## config.mk

```make
export PLATFORM = sky130hd
export DESIGN_NAME = fault_diag_capture
export DESIGN_NICKNAME = d
export VERILOG_FILES = /design/src/rtl/fdc_pkg.sv /design/src/rtl/fdc_filter.sv /design/src/rtl/fdc_store.sv /design/src/rtl/fdc_readout.sv /design/src/rtl/fault_diag_capture.sv
export SDC_FILE = /design/constraint.sdc
export NUM_CORES = 1
export LEC_CHECK = 0
export CORE_ASPECT_RATIO = 2
export CORE_MARGIN = 1
export CORE_UTILIZATION = 45
export DETAILED_ROUTE_END_ITERATION = 16
export PLACE_DENSITY = 0.65
export SLEW_MARGIN = 10
export SYNTH_ARGS = -nofsm -noshare
export SYNTH_HDL_FRONTEND = slang
export SYNTH_SLANG_ARGS = --single-unit
```

## constraint.sdc

```tcl
create_clock -name clk -period 1.45 [get_ports clk]
set_input_delay 0.145 -clock clk [delete_from_list [all_inputs] [get_ports clk]]
set_output_delay 0.145 -clock clk [all_outputs]
set_load 0.05 [all_outputs]
```

## src/rtl/fdc_pkg.sv

```systemverilog
package fdc_pkg;

  typedef enum logic [1:0] {
    FC_NONE = 2'b00,
    FC_OPEN = 2'b01,
    FC_GND  = 2'b10,
    FC_BAT  = 2'b11
  } fault_code_e;

  // Battery short dominates ground short, which dominates open load.
  function automatic logic [1:0] fc_pick(input logic op, input logic gnd, input logic bat);
    logic [1:0] res;
    if (bat)      res = FC_BAT;
    else if (gnd) res = FC_GND;
    else if (op)  res = FC_OPEN;
    else          res = FC_NONE;
    return res;
  endfunction

endpackage

```

## src/rtl/fdc_filter.sv

```systemverilog
module fdc_filter #(
  parameter int FILT_LEN = 16,
  localparam int CW = $clog2(FILT_LEN + 1)
) (
  input  logic       clk,
  input  logic       rst_n,
  input  logic [1:0] raw_code,
  output logic       qual,
  output logic [1:0] qual_code
);

  logic [CW-1:0] cnt_q, cnt_d;
  logic [1:0]    typ_q, typ_d;
  logic          upd_en;

  always_comb begin
    cnt_d = cnt_q;
    typ_d = typ_q;
    if (raw_code == 2'b00) begin
      cnt_d = '0;
      typ_d = 2'b00;
    end else if (raw_code != typ_q) begin
      cnt_d = CW'(1);
      typ_d = raw_code;
    end else if (cnt_q != CW'(FILT_LEN)) begin
      cnt_d = cnt_q + CW'(1);
    end
  end

  assign upd_en = (cnt_d != cnt_q) || (typ_d != typ_q);

  always_ff @(posedge clk or negedge rst_n) begin
    if (!rst_n) begin
      cnt_q <= '0;
      typ_q <= 2'b00;
    end else if (upd_en) begin
      cnt_q <= cnt_d;
      typ_q <= typ_d;
    end
  end

  assign qual      = (typ_q != 2'b00) && (cnt_q == CW'(FILT_LEN));
  assign qual_code = typ_q;

  // a new type restarts the count at one
  a_r3_restart_count: assert property (@(posedge clk) disable iff (!rst_n)
    (raw_code != 2'b00 && raw_code != typ_q) |=> (cnt_q == CW'(1) && typ_q == $past(raw_code)));

  // a vanished raw fault is never qualified in the next cycle
  a_r2_drop_on_clear: assert property (@(posedge clk) disable iff (!rst_n)
    (raw_code == 2'b00) |=> !qual);

endmodule

```

## src/rtl/fdc_store.sv

```systemverilog
module fdc_store (
  input  logic       clk,
  input  logic       rst_n,
  input  logic       code_qual,
  input  logic [1:0] code_new,
  input  logic       code_clr,
  input  logic       hot_qual,
  input  logic       hot_clr,
  output logic [1:0] code_q,
  output logic       hot_q
);

  logic [1:0] code_d;
  logic       code_en;
  logic       hot_d;
  logic       hot_en;

  // A qualifying fault wins over a clear in the same cycle.
  always_comb begin
    code_en = code_qual || code_clr;
    code_d  = code_qual ? code_new : 2'b00;
    hot_en  = hot_qual || hot_clr;
    hot_d   = hot_qual;
  end

  always_ff @(posedge clk or negedge rst_n) begin
    if (!rst_n) begin
      code_q <= 2'b00;
    end else if (code_en) begin
      code_q <= code_d;
    end
  end

  always_ff @(posedge clk or negedge rst_n) begin
    if (!rst_n) begin
      hot_q <= 1'b0;
    end else if (hot_en) begin
      hot_q <= hot_d;
    end
  end

  // a nonzero code appears only after a qualification
  a_r2_code_needs_qual: assert property (@(posedge clk) disable iff (!rst_n)
    (code_q != 2'b00 && code_q != $past(code_q)) |-> $past(code_qual));

  // a qualification coinciding with a clear is kept
  a_r7_set_beats_clear: assert property (@(posedge clk) disable iff (!rst_n)
    (code_qual && code_clr) |=> (code_q == $past(code_new)));

  // a clear without a qualification empties the code
  a_r6_clear_empties: assert property (@(posedge clk) disable iff (!rst_n)
    (code_clr && !code_qual) |=> (code_q == 2'b00));

  // over-temperature bit rises only after its own qualification
  a_r9_hot_needs_qual: assert property (@(posedge clk) disable iff (!rst_n)
    $rose(hot_q) |-> $past(hot_qual));

endmodule

```

## src/rtl/fdc_readout.sv

```systemverilog
module fdc_readout #(
  parameter int NUM_CH     = 18,
  parameter int CH_PER_REG = 4,
  localparam int NREG_CODE = (NUM_CH + CH_PER_REG - 1) / CH_PER_REG,
  localparam int FLAG_IDX  = NREG_CODE,
  localparam int SEL_W     = $clog2(FLAG_IDX + 1),
  localparam int DATA_W    = 2 * CH_PER_REG
) (
  input  logic                clk,
  input  logic                rst_n,
  input  logic [2*NUM_CH-1:0] codes,
  input  logic [NUM_CH-1:0]   hots,
  input  logic                rd_req,
  input  logic [SEL_W-1:0]    rd_sel,
  output logic [NUM_CH-1:0]   clr_code,
  output logic                clr_hot,
  output logic [DATA_W-1:0]   rd_data,
  output logic                rd_valid
);

  logic [DATA_W-1:0] img [0:FLAG_IDX];
  logic [DATA_W-1:0] sel_data;
  logic [DATA_W-1:0] data_d;
  logic              any_code;
  logic              any_hot;

  // Code registers: channel r*CH_PER_REG+i in bit pair i of register r.
  for (genvar r = 0; r < NREG_CODE; r++) begin : g_reg
    for (genvar i = 0; i < CH_PER_REG; i++) begin : g_slot
      localparam int CH = r * CH_PER_REG + i;
      if (CH < NUM_CH) begin : g_used
        assign img[r][2*i +: 2] = codes[2*CH +: 2];
      end else begin : g_pad
        assign img[r][2*i +: 2] = 2'b00;
      end
    end
  end

  assign any_code = |codes;
  assign any_hot  = |hots;
  assign img[FLAG_IDX] = {{(DATA_W-2){1'b0}}, any_hot, any_code | any_hot};

  // Clear strobes for the channels of the addressed register.
  for (genvar c = 0; c < NUM_CH; c++) begin : g_clr
    assign clr_code[c] = rd_req && (rd_sel == SEL_W'(c / CH_PER_REG));
  end
  assign clr_hot = rd_req && (rd_sel == SEL_W'(FLAG_IDX));

  always_comb begin
    sel_data = '0;
    for (int k = 0; k <= FLAG_IDX; k++) begin
      if (rd_sel == SEL_W'(k)) sel_data = img[k];
    end
    data_d = rd_req ? sel_data : '0;
  end

  always_ff @(posedge clk or negedge rst_n) begin
    if (!rst_n) begin
      rd_data  <= '0;
      rd_valid <= 1'b0;
    end else begin
      rd_data  <= data_d;
      rd_valid <= rd_req;
    end
  end

  // result strobe follows the request by one cycle
  a_r6_valid_follows: assert property (@(posedge clk) disable iff (!rst_n)
    rd_req |=> rd_valid);

  a_r6_valid_only_on_req: assert property (@(posedge clk) disable iff (!rst_n)
    !rd_req |=> !rd_valid);

  // data bus is quiet outside a read result
  a_r6_quiet_bus: assert property (@(posedge clk) disable iff (!rst_n)
    !rd_valid |-> (rd_data == '0));

  // out-of-range selects clear nothing
  a_r10_no_stray_clear: assert property (@(posedge clk) disable iff (!rst_n)
    (rd_sel > SEL_W'(FLAG_IDX)) |-> (clr_code == '0 && !clr_hot));

  // at most one register is addressed, so clears hit one group
  a_r6_single_group: assert property (@(posedge clk) disable iff (!rst_n)
    ($countones(clr_code) <= CH_PER_REG));

endmodule

```

## src/rtl/fault_diag_capture.sv

```systemverilog
module fault_diag_capture #(
  parameter int NUM_CH     = 18,
  parameter int CH_PER_REG = 4,
  parameter int FILT_LEN   = 16,
  localparam int NREG_CODE = (NUM_CH + CH_PER_REG - 1) / CH_PER_REG,
  localparam int SEL_W     = $clog2(NREG_CODE + 2),
  localparam int DATA_W    = 2 * CH_PER_REG
) (
  input  logic              clk,
  input  logic              rst_n,
  input  logic [NUM_CH-1:0] flt_open,
  input  logic [NUM_CH-1:0] flt_gnd,
  input  logic [NUM_CH-1:0] flt_bat,
  input  logic [NUM_CH-1:0] flt_hot,
  input  logic              rd_req,
  input  logic [SEL_W-1:0]  rd_sel,
  output logic [DATA_W-1:0] rd_data,
  output logic              rd_valid
);

  import fdc_pkg::*;

  logic [2*NUM_CH-1:0] codes;
  logic [NUM_CH-1:0]   hots;
  logic [NUM_CH-1:0]   clr_code;
  logic                clr_hot;

  for (genvar c = 0; c < NUM_CH; c++) begin : g_ch
    logic [1:0] raw_c;
    logic       q_c;
    logic [1:0] qc_c;
    logic       q_h;
    logic [1:0] qh_code;

    assign raw_c = fc_pick(flt_open[c], flt_gnd[c], flt_bat[c]);

    fdc_filter #(.FILT_LEN(FILT_LEN)) u_fcode (
      .clk       (clk),
      .rst_n     (rst_n),
      .raw_code  (raw_c),
      .qual      (q_c),
      .qual_code (qc_c)
    );

    fdc_filter #(.FILT_LEN(FILT_LEN)) u_fhot (
      .clk       (clk),
      .rst_n     (rst_n),
      .raw_code  ({1'b0, flt_hot[c]}),
      .qual      (q_h),
      .qual_code (qh_code)
    );

    fdc_store u_store (
      .clk       (clk),
      .rst_n     (rst_n),
      .code_qual (q_c),
      .code_new  (qc_c),
      .code_clr  (clr_code[c]),
      .hot_qual  (q_h && qh_code[0]),
      .hot_clr   (clr_hot),
      .code_q    (codes[2*c +: 2]),
      .hot_q     (hots[c])
    );
  end

  fdc_readout #(
    .NUM_CH     (NUM_CH),
    .CH_PER_REG (CH_PER_REG)
  ) u_rd (
    .clk      (clk),
    .rst_n    (rst_n),
    .codes    (codes),
    .hots     (hots),
    .rd_req   (rd_req),
    .rd_sel   (rd_sel),
    .clr_code (clr_code),
    .clr_hot  (clr_hot),
    .rd_data  (rd_data),
    .rd_valid (rd_valid)
  );

  // reading the flag register never touches the channel codes
  a_r8_flag_read_keeps_codes: assert property (@(posedge clk) disable iff (!rst_n)
    (clr_hot && clr_code == '0) |=> (codes == $past(codes) || $past(codes) == '0 || codes != '0));

endmodule

```

### Word level (Yosys, flattened, before mapping)

Cells that the tools add are included.

| word-level totals | value |
|---|---|
| flip-flop bits (word level) | 315 |
| input port bits | 78 |
| output and inout bits | 9 |
| logic and storage cells | 798 |

| cells by class | value |
|---|---|
| $add $sub $neg | 36 |
| equal/unequal tests | 185 |
| multiplexer cells | 259 |
| bitwise operators | 1 |
| reduce and logical (&&, ||, !) cells | 207 |

Operators with widths:

| cell | count |
|---|---|
| two-way mux 5 bit | 108 |
| two-way mux 2 bit | 126 |
| adder 5 x 1 -> 5 bit, second input constant | 36 |
| equality test 5 bit, second input constant | 36 |
| inequality test 5 bit | 36 |
| inequality test 5 bit, second input constant | 36 |
| inequality test 2 bit | 54 |
| logical NOT 2 bit | 36 |
| logical OR 1 bit | 72 |
| nonzero test 2 bit | 36 |
| logical AND 1 bit | 60 |
| two-way mux 8 bit | 7 |
| inequality test 1 x 2 -> 1 bit | 18 |
| OR reduction 36 bit | 1 |
| two-way mux 1 bit | 18 |
| OR reduction 18 bit | 1 |
| equality test 3 x 2 -> 1 bit, second input constant | 2 |
| equality test 3 bit, second input constant | 2 |
| equality test 3 x 1 -> 1 bit, second input constant | 1 |
| logical NOT 3 bit | 1 |
| bitwise OR 1 bit | 1 |

### Logic depth before layout (Yosys ltp)

Gate-level depths: netlist (run 1).

| logic depth | value |
|---|---|
| word-level depth | 8 |
| gate-level depth with buffers | 6 |
| mapped depth without buffers | 6 |

### Modules after synthesis

Synthesis (run 1) repeated with hierarchy kept, for this count alone.

| unflattened totals | value |
|---|---|
| cell total of the unflattened synthesis | 1623 |
| area total of the unflattened synthesis | 17719.5 µm² |

By module, submodules not included:

| module | instances | cells each | area an instance (µm²) | sequential area each (µm²) |
|---|---|---|---|---|
| fdc_filter | 36 | 35 | 395.4 | 175.2 |
| fdc_store | 18 | 11 | 120.1 | 75.1 |
| fdc_readout | 1 | 92 | 892.1 | 225.2 |
| fault_diag_capture | 1 | 73 | 431.7 | 0.0 |

### Worst setup path before layout (run 1)

No wires, ideal clock.

| timing path | value |
|---|---|
| kind | register -> register |
| start point | register g_ch[13].u_fcode.cnt_q[0] |
| end point | register g_ch[13].u_fcode.cnt_q[0] |
| library setup time | 0.124 ns |
| arrival | 1.286 ns |
| slack | 0.040 ns |
| cell stages (with the launch flop) | 7 |
| clock period less this slack | 1.410 ns |
| cells stage by stage | dfrtp_1 inv_1 ha_1 and4bb_4 xnor2_1 o31a_1 a2bb2oi_1 |

| on the way | value |
|---|---|
| word-level cells in the longest chain between the ends | 6 |
| elaborated cells on any way between the ends | 7 |
| classes of those cells | 1 x add/sub; 2 x eq/ne; 3 x mux; 1 x reduce/logical |

Ends and longest elaborated chain:

| item | line | source |
|---|---|---|
| from (decl) | fdc_filter.sv:12 | `logic [CW-1:0] cnt_q, cnt_d;` |
| from (signal assigned) | fdc_filter.sv:37 | `cnt_q <= cnt_d;` |
| adder 5 x 1 -> 5 bit or inequality test 5 bit (tied branches) | fdc_filter.sv:26, fdc_filter.sv:25 |  |
| two-way mux 5 bit | fdc_filter.sv:25 | `end else if (cnt_q != CW'(FILT_LEN)) begin` |
| two-way mux 5 bit | fdc_filter.sv:22 | `end else if (raw_code != typ_q) begin` |
| two-way mux 5 bit | fdc_filter.sv:19 | `if (raw_code == 2'b00) begin` |
| inequality test 5 bit | fdc_filter.sv:30 | `assign upd_en = (cnt_d != cnt_q) \|\| (typ_d != typ_q);` |
| logical OR 1 bit | fdc_filter.sv:30 |  |

Several ways; a longest one is shown, not always the timed one.
A chain may end at the register's enable or synchronous reset.

### Final worst setup path (run 1)

| timing path | value |
|---|---|
| start point | register g_ch[17].u_fcode.cnt_q[0] |
| end point | register g_ch[17].u_fcode.cnt_q[0] |

| on the way | value |
|---|---|
| word-level cells in the longest chain between the ends | 6 |
| elaborated cells on any way between the ends | 7 |
| classes of those cells | 1 x add/sub; 2 x eq/ne; 3 x mux; 1 x reduce/logical |

Ends and longest elaborated chain:

| item | line |
|---|---|
| from (decl) | fdc_filter.sv:12 |
| from (signal assigned) | fdc_filter.sv:37 |
| adder 5 x 1 -> 5 bit or inequality test 5 bit (tied branches) | fdc_filter.sv:26, fdc_filter.sv:25 |
| two-way mux 5 bit | fdc_filter.sv:25 |
| two-way mux 5 bit | fdc_filter.sv:22 |
| two-way mux 5 bit | fdc_filter.sv:19 |
| inequality test 5 bit | fdc_filter.sv:30 |
| logical OR 1 bit | fdc_filter.sv:30 |

Several ways; a longest one is shown, not always the timed one.

==> results of run 1 <==
==> path summary, 6_finish.rpt <==
check	end	slack [ps]	depth (start not counted)
setup / recovery	g_ch[17].u_fcode.cnt_q[0]	6	6
hold reg to reg	g_ch[1].u_fhot.cnt_q[0]	490	1
setup reg to reg	g_ch[17].u_fcode.cnt_q[0]	6	6
max in group asynchronous	g_ch[0].u_fhot.qual_code[0]	750	3
hold / removal	g_ch[13].u_fhot.cnt_q[3]	80	2
min in group clk	g_ch[9].u_fhot.qual_code[0]	90	1
==> power groups by stage <==
stage	clock network [mW]	logic [mW]	registers, mW
2_1_floorplan	0	1.20	9.68
3_3_place_gp	0	2.26	9.71
3_5_place_dp	0	2.31	9.73
4_1_cts	8.27	2.34	9.56
5_1_grt	8.58	2.75	9.61
6_report	8.02	2.43	9.56
==> kinds of logic (layout without fill, tap and decap cells) <==
kind of cell             after synthesis  in the layout
AO/OA/AOI/OAI                        138            138
XOR/XNOR                             157            157
adder cells (fa/ha/maj)               72             72
buffers and inverters                175            431
flip-flops                           315            315
multiplexers                          18             18
other                                  1             19
AND/OR/NAND/NOR                      500            500
==> sequential cells by signal, summed over array words and instances, names as in the netlist <==
name                    flops
g_ch.u_store.code_q        36
u_rd.rd_valid               1
g_ch.u_fcode.qual_code     36
g_ch.u_store.hot_q         18
g_ch.u_fhot.cnt_q          90
g_ch.u_fcode.cnt_q         90
g_ch.u_fhot.qual_code      36
u_rd.rd_data                8
==> timing repair <==
item,CTS,global route
setup buffers,0,18
setup endpoints to repair,1,26
pin swaps,1,3
resized for setup,1,29
hold buffers,1,0
hold endpoints to repair,315,0
==> final cells by class <==
type,count,area [um2]
clock inverters,15,150
inverters,137,514
multi-input cells,903,6500
repair buffers,238,2090
fillers,2801,13800
clock buffers,41,863
diodes,1,2.50
well taps,427,534
flip-flops and latches,315,7880
==> routing by layer <==
metal	part of all wire (%)	GRT usage, %	vias to the layer above
met3	3.3	2.58	53
met2	57	37.3	128
met4	3.0	6.51	0
met1	37	20.3	5288
li1	-	-	5118
met5	0	0	-
==> cell usage in the layout, fill, tap and decap left out, types with 9 or more instances in the layout <==
cell type                         instances
sky130_fd_sc_hd__o22a_1                  12
sky130_fd_sc_hd__buf_4                  152
sky130_fd_sc_hd__and4bb_2                28
sky130_fd_sc_hd__o211ai_1                13
sky130_fd_sc_hd__nor4b_1                 12
sky130_fd_sc_hd__a21oi_1                 22
sky130_fd_sc_hd__ha_1                    69
sky130_fd_sc_hd__nor2_1                 102
sky130_fd_sc_hd__o31a_1                  23
sky130_fd_sc_hd__nor4_1                  12
sky130_fd_sc_hd__clkdlybuf4s50_1         76
sky130_fd_sc_hd__a22o_1                  18
sky130_fd_sc_hd__nand2_1                106
sky130_fd_sc_hd__dfrtp_1                315
sky130_fd_sc_hd__or2_1                   13
sky130_fd_sc_hd__nor3_1                  38
sky130_fd_sc_hd__inv_1                  128
sky130_fd_sc_hd__clkbuf_16               31
sky130_fd_sc_hd__conb_1                  18
sky130_fd_sc_hd__xnor2_1                 77
sky130_fd_sc_hd__clkinv_2                12
sky130_fd_sc_hd__nand3b_1                21
sky130_fd_sc_hd__a31oi_1                 19
sky130_fd_sc_hd__mux2i_1                 10
sky130_fd_sc_hd__nor2b_1                 19
sky130_fd_sc_hd__inv_2                    9
sky130_fd_sc_hd__nand3_1                114
sky130_fd_sc_hd__xor2_1                  72
==> summary by stage, run 1 <==
Clock tree
Clock tree synthesis found a total of 315 sinks. The clock tree from TritonCTS is yes. The clock latency at the later pin of the worst-skew pair is 560 ps. The maximum clock path buffer count is 3.

The clock transition at the register clock pins on the worst setup and hold paths after CTS is 60 ps. The clock buffer count from CTS is 30. The number of levels in the clock H-tree is 1.

The library cell used as clock root buffer is sky130_fd_sc_hd__clkbuf_16.

GRT
The initial antenna violation count is 1. Entering global routing, the biggest net connects 49 pins. The first global-routing pass estimated 52,000 um of wire. For this run the aggregate overflow at the end of global routing stands at 0. In the global route stage, overall resource usage came out at 19.1%. The number of global-route vias before repair is 11,300.

Synthesis
Synthesis inferred 315 register bits. By area the synthesized netlist is led by sky130_fd_sc_hd__dfrtp_1 (53%), sky130_fd_sc_hd__ha_1 (6.1%), sky130_fd_sc_hd__xnor2_1 (5.0%), sky130_fd_sc_hd__xor2_1 (4.2%), sky130_fd_sc_hd__nand3_1 (3.8%). The share of synthesized cell area in and, or, nand and nor gates is 18.4%. The synthesized netlist devotes 6.05% of its cell area to adder and majority cells. Counting flops with an async set or reset pin after synthesis yields a share of 100%. The synthesized area per cell is 10.8 um2. By count the netlist is led by sky130_fd_sc_hd__dfrtp_1 (315), sky130_fd_sc_hd__inv_1 (137), sky130_fd_sc_hd__nand3_1 (114). The synthesized cell area is 14,900 um2.

The share of the synthesized area in compound gates (AO/OA/AOI/OAI) is 6.82%. Of the total synthesized cell area, the portion taken by XOR and XNOR cells is 9.24%. The dominant combinational cell family by area after synthesis is simple AND/OR/NAND/NOR gates.

The sequential-to-total area share from yosys stat is 52.9%. In the synthesized netlist the dominant register cell turns out to be sky130_fd_sc_hd__dfrtp_1. The number of instances in the synthesized netlist is 1,376. The leading cell type by number of instances after synthesis is sky130_fd_sc_hd__dfrtp_1.

Synthesis instantiated 51 different standard cells from the library. In this run, synthesis inferred 0 flip-flops with an integrated enable. The number of warnings reported in the yosys synthesis log is 0. The share of synthesized area in the top cell type comes to 52.9%.

Multiplexer cells account for 1.88% of the synthesized area. The synthesized design spends more area on one cell type than any other, namely sky130_fd_sc_hd__dfrtp_1.

Worst setup path
The delay contributed by the slowest stage of the critical path is 380 ps. The worst setup path is launched from a register. Among cell families on the critical path, the largest total delay comes from flip-flops. Walking the worst path, the cells encountered are inv_1, ha_2, and4bb_4, xnor2_2, o31a_1, a2bb2oi_1.

The data arrival time of the critical path is 1880 ps. STA classifies the critical path endpoint as a register. The critical path is of the register to register type. The most critical setup path has its startpoint at g_ch[17].u_fcode.cnt_q[0]. The required time of the critical path is 1890 ps. The worst-path cell with the longest stage delay is sky130_fd_sc_hd__dfrtp_1.

The number of buffers and inverters on the critical path is 1. The startpoint of the worst-slack reg-to-reg timing path is g_ch[17].u_fcode.cnt_q[0]. The highest fanout seen on the critical path is 2.

Placed design
The count of buffers added on input and output ports is 86. The global placer's final weighted congestion is 0.847. After legalization and detailed placement, the total HPWL measured 23,100 um. The setup slack at placement is -279 ps. Counting tap cells, the placed design contains a total of 2,001 instances. In this run the cell area measured after placement is 17,300 um2.

Finish
At the end of the flow, the number of nets in the layout was 1,775. Relative to the synthesized area, the layout overhead comes to 24.5%. The filler-free cell count of the finished design is 2,077.

The utilization after layout is 57.3%. Once layout is done, the placed cells without fillers occupy 18,500 um2. The fraction of layout instances using a drive strength above 1 is 17.3%.

Hold path
The min-delay analysis places its worst path in the category primary input to asynchronous set/reset pin.

Floorplan
The floorplan step defined a die boundary enclosing 33,900 um2. The area of the placeable core is 32,300 um2. The die outline width is 131 um. The total I/O pin count is 87. For this configuration, the core starts out at a cell density of 46.0%. In this run the core area contains 93 standard-cell rows.

From bottom edge to top edge, the die measures 259 um.

STA
The routed design could run at a clock period as short as 1440 ps. Setup repair after global routing could not meet its margin everywhere. Setup violations remaining at the end of the flow were counted as 0. For this run, the top clock speed supported by timing is 692 MHz. The final hold violation count is 0. The worst setup margin is 5.91 ps. The worst hold margin is 77.2 ps. The sum of negative setup slack is 0 ps.

Between clock sinks in the finished design, the worst skew comes to 11.6 ps. The period utilization is 99.6%. The max-slew violation count was 0.

Route
Wires add up to 31,000 um. The average wire per standard cell is 14.9 um. The number of vias per cell is 5.10. In this run the remaining antenna-violating nets after routing total 0.

For this run, design rule violations remaining after detail routing come to 0. The number of DRC violations after detailed-routing iteration 0 is 371. The number of vias after detailed routing is 10,600. The number of iterations in the first detailed-routing pass is 4.

Pwr
The peak supply drop is 0.825 mV. The power density over cell area is 1080 nW/um2. The clock network power share is 40.1%.

The leakage power is 8.59 nW. The internal power consumption is 15.2 mW. The design draws 20.0 mW.

The share of total power in sequential cells is 47.8%. The switching component of the power is 4.85 mW. Combinational logic burns 12.2% of the power. The share of total power consumed by net switching is 24.2%.

Flow run
The tool flagged a number of max-cap violations equal to 0.

Outcome
The flow ran to the end, and the final reports show no timing, DRC or antenna violations.
Power figures use the tool's default switching activity.
==> run 2: changes to the inputs <==
--- a/config.mk
+++ b/config.mk
@@ -5,11 +5,13 @@
 export SDC_FILE = /design/constraint.sdc
 export NUM_CORES = 1
 export LEC_CHECK = 0
+export CELL_PAD_IN_SITES_DETAIL_PLACEMENT = 1
+export CELL_PAD_IN_SITES_GLOBAL_PLACEMENT = 2
 export CORE_ASPECT_RATIO = 2
 export CORE_MARGIN = 1
-export CORE_UTILIZATION = 45
+export CORE_UTILIZATION = 36
 export DETAILED_ROUTE_END_ITERATION = 16
-export PLACE_DENSITY = 0.65
+export PLACE_DENSITY_LB_ADDON = 0.1
 export SLEW_MARGIN = 10
 export SYNTH_ARGS = -nofsm -noshare
 export SYNTH_HDL_FRONTEND = slang
==> run 2 against run 1 <==
Effect of this change: the run now ends with DRC left; fmax grew 0.99%; core utilization shrank 11 points; clock skew is 7.9 ps higher; die area is 25% higher; count of clock-buffer cells in the layout increased by 1; clock power is 2% higher; sequential power about the same; critical endpoint is now g_ch[16].u_fcode.cnt_q[0]; largest power group unchanged.
==> summary by stage, run 2 (synthesized netlist as in run 1, its figures left out) <==
Floorplan
The total I/O pin count is 87 (unchanged). The number of rows in the core area is 105 (was 93). The area of the placeable core is 40,900 um2 (was 32,300 um2). The starting density of the core came to 36.4% (was 46.0%).

The die outline width was 146 um (was 131 um). The overall die height is 290 um (was 259 um). The die area was 42,200 um2 (was 33,900 um2).

GRT
The number of global-route vias before repair is 12,200 (was 11,300). The total routing usage reported by global routing came to 18.1% (was 19.1%). The global-route wire length before repair came to 61,300 um (was 52,000 um). The pin count of the biggest net entering global routing is 77 (was 49). The total global routing overflow is 0 (unchanged). The initial antenna violation count is 1 (unchanged).

Clock tree
The number of clock sinks was 315 (unchanged). The library cell used as clock root buffer is sky130_fd_sc_hd__clkbuf_16 (unchanged). The number of levels in the clock H-tree came to 1 (unchanged). The clock buffer count from CTS came to 31 (was 30). The clock latency at the later pin of the worst-skew pair is 580 ps (was 560 ps). The clock tree from TritonCTS is yes (unchanged). The maximum clock path buffer count is 3 (unchanged). The clock transition at the register clock pins on the worst setup and hold paths after CTS came to 60 ps (about the same).

Placed design
The cell total after placement is 2,155 (was 2,001). The global placer's final weighted congestion is 0.783 (was 0.847). The number of buffers added on ports is 86 (unchanged). The half-perimeter wire length of the detailed placement result is 27,900 um (was 23,100 um).

STA
The maximum clock rate was 699 MHz (was 692 MHz). The count of endpoints failing setup in the final report is 0 (unchanged). The max-slew violation count is 0 (unchanged). RSZ-0062 raised after global routing: true (unchanged). The largest clock skew in the final design is 19.5 ps (was 11.6 ps). The clock period minus worst slack is 1430 ps (was 1440 ps). The worst hold margin is 73.0 ps (was 77.2 ps). The final hold violation count is 0 (unchanged). The period utilization came to 98.6% (was 99.6%).

Worst setup path
The critical path start-end classification is register to register (unchanged). The worst-path cell with the longest stage delay is sky130_fd_sc_hd__dfrtp_1 (unchanged). The worst setup slack for register-to-register paths was 20 ps (was 6 ps). The highest fanout seen on the critical path is 4 (was 2). The count of cells along the worst register-to-register path came to 6 (unchanged). The sort of element at the end of the critical path is a register (unchanged). The startpoint of the worst-slack reg-to-reg timing path is g_ch[16].u_fcode.cnt_q[1] (was g_ch[17].u_fcode.cnt_q[0]).

The termination of the worst setup path is g_ch[16].u_fcode.cnt_q[0] (was g_ch[17].u_fcode.cnt_q[0]). The kind of start point of the critical path is a register (unchanged). The start point of the critical path is g_ch[16].u_fcode.cnt_q[1] (was g_ch[17].u_fcode.cnt_q[0]). Worst-path cell chain: inv_1, ha_1, and4bb_4, xnor2_1, o31a_1, a2bb2oi_2 (was inv_1, ha_2, and4bb_4, xnor2_2, o31a_1, a2bb2oi_1). The delay contributed by the slowest stage of the critical path is 370 ps (was 380 ps). The required time of the critical path is 1920 ps (was 1890 ps). The end of the worst register-to-register path is g_ch[16].u_fcode.cnt_q[0] (was g_ch[17].u_fcode.cnt_q[0]). The data arrival time of the critical path is 1900 ps (was 1880 ps).

Finish
The final net count came to 1,820 (was 1,775). The synthesis-to-layout area growth is 27.9% (was 24.5%). The total inserted antenna cells is 0 (was 1).

Registers with the highest flip-flop counts: g_ch.u_fcode.cnt_q (90), g_ch.u_fhot.cnt_q (90) (unchanged). Most used cells in the layout excluding fill and tap cells: sky130_fd_sc_hd__dfrtp_1 (315), sky130_fd_sc_hd__buf_4 (194), sky130_fd_sc_hd__inv_1 (127) (was sky130_fd_sc_hd__dfrtp_1 (315), sky130_fd_sc_hd__buf_4 (152), sky130_fd_sc_hd__inv_1 (128)). The fraction of layout instances using a drive strength above 1 is 19.7% (was 17.3%). The most frequent standard cell in the layout excluding fill and tap cells is sky130_fd_sc_hd__dfrtp_1 (unchanged). The filler-free cell count of the finished design was 2,229 (was 2,077). The utilization after layout is 46.6% (was 57.3%).

Route
The number of DRC violations after detailed-routing iteration 0 is 245 (was 371). The final routed wirelength across all metal layers is 36,500 um (was 31,000 um). The number of vias after detailed routing is 10,800 (was 10,600).

The number of vias per cell is 4.85 (was 5.10). The post-route antenna net violation count is 0 (unchanged). The number of remaining DRC errors was 2 (was 0).

The average wire per standard cell is 16.4 um (was 14.9 um). The number of iterations in the first detailed-routing pass was 10 (was 4).

Flow run
The number of max-cap violations is 0 (unchanged).

Hold path
The classification of the worst-slack hold path is primary input to register (was primary input to asynchronous set/reset pin).

Pwr
The power density over cell area came to 1070 nW/um2 (was 1080 nW/um2). The leakage power is 8.80 nW (was 8.59 nW). The peak supply drop is 0.913 mV (was 0.825 mV).

Outcome
Status: finished with violations (was complete, no violations). The final reports fail on DRC.
run 2: cell types whose count changed in the layout (fill, tap and decap cells not counted), sizes merged:
cell | previous run | this run
clkbuf | 41 | 42
diode | 1 | 0
clkinvlp | 0 | 2
buf | 161 | 204
clkinv | 12 | 9
inv | 137 | 138
dlygate4sd3 | 1 | 2
run 2: worst max-delay path: cells and delay by family, from the launching register on:
| family | cells | cell delay [ps] |
|---|---|---|
| AND/OR/NAND/NOR | 1 | 270 |
| adder cells (fa/ha/maj) | 1 | 140 |
| buffers and inverters | 1 | 60 |
| XOR/XNOR | 1 | 90 |
| flip-flops | 1 | 370 |
| AO/OA/AOI/OAI | 2 | 380 |
run 2: final cells by class:
type	count	area, um2
fill	4475	21800
clock buffer	42	857
multi-input combinational	903	6540
inverter	137	514
tap	535	669
sequential	315	7880
clock inverter	15	159
timing repair buffer	282	2420
run 2: layer usage:
layer | global-route usage, % | vias to the layer above | share of wire (%)
met5 | 0 | - | 0.033
met4 | 5.45 | 2 | 2.3
met3 | 2.48 | 51 | 3.0
met2 | 37.7 | 109 | 59
met1 | 18.0 | 5452 | 35
li1 | - | 5196 | -
run 2: repair_timing:
action	in CTS	in global routing
pin swaps	1	5
gates resized for setup	2	37
endpoints found under the setup margin	4	22
hold buffers	2	0
buffers inserted	2	13
gates cloned	0	0
endpoints found under the hold margin	315	0
run 2: worst min-delay path by stage:
stage	from	endpoint	slack (ps)	cells after the start
3_5_place_dp	rst_n	g_ch[13].u_fhot.cnt_q[1]	-30	1
2_1_floorplan	rst_n	g_ch[0].u_fcode.cnt_q[0]	-150	0
5_1_grt	flt_hot[15]	g_ch[15].u_fhot.qual_code[0]	60	1
3_3_place_gp	rst_n	g_ch[13].u_fhot.cnt_q[1]	-30	1
6_report	flt_hot[2]	g_ch[2].u_fhot.qual_code[0]	70	1
4_1_cts	flt_hot[2]	g_ch[2].u_fhot.qual_code[0]	30	1
run 2: where the power goes:
part           internal [mW]  switching, mW
Clock                   4.67           3.53
Combinational           1.40           1.24
Sequential              9.19          0.368
Total                   15.3           5.14
run 2: stage by stage:
step | cell area [um2] | setup slack [ps] | TNS [ps] | power, mW
2_1_floorplan | 15000 | 40.0 | 0 | 10.9
3_3_place_gp | 17700 | -370 | -7930 | 12.2
3_5_place_dp | 17700 | -335 | -10000 | 12.3
4_1_cts | 18800 | -16.3 | -16.3 | 20.7
5_1_grt | 19000 | -63.5 | -317 | 21.4
6_report | 19000 | 20.0 | 0 | 20.4
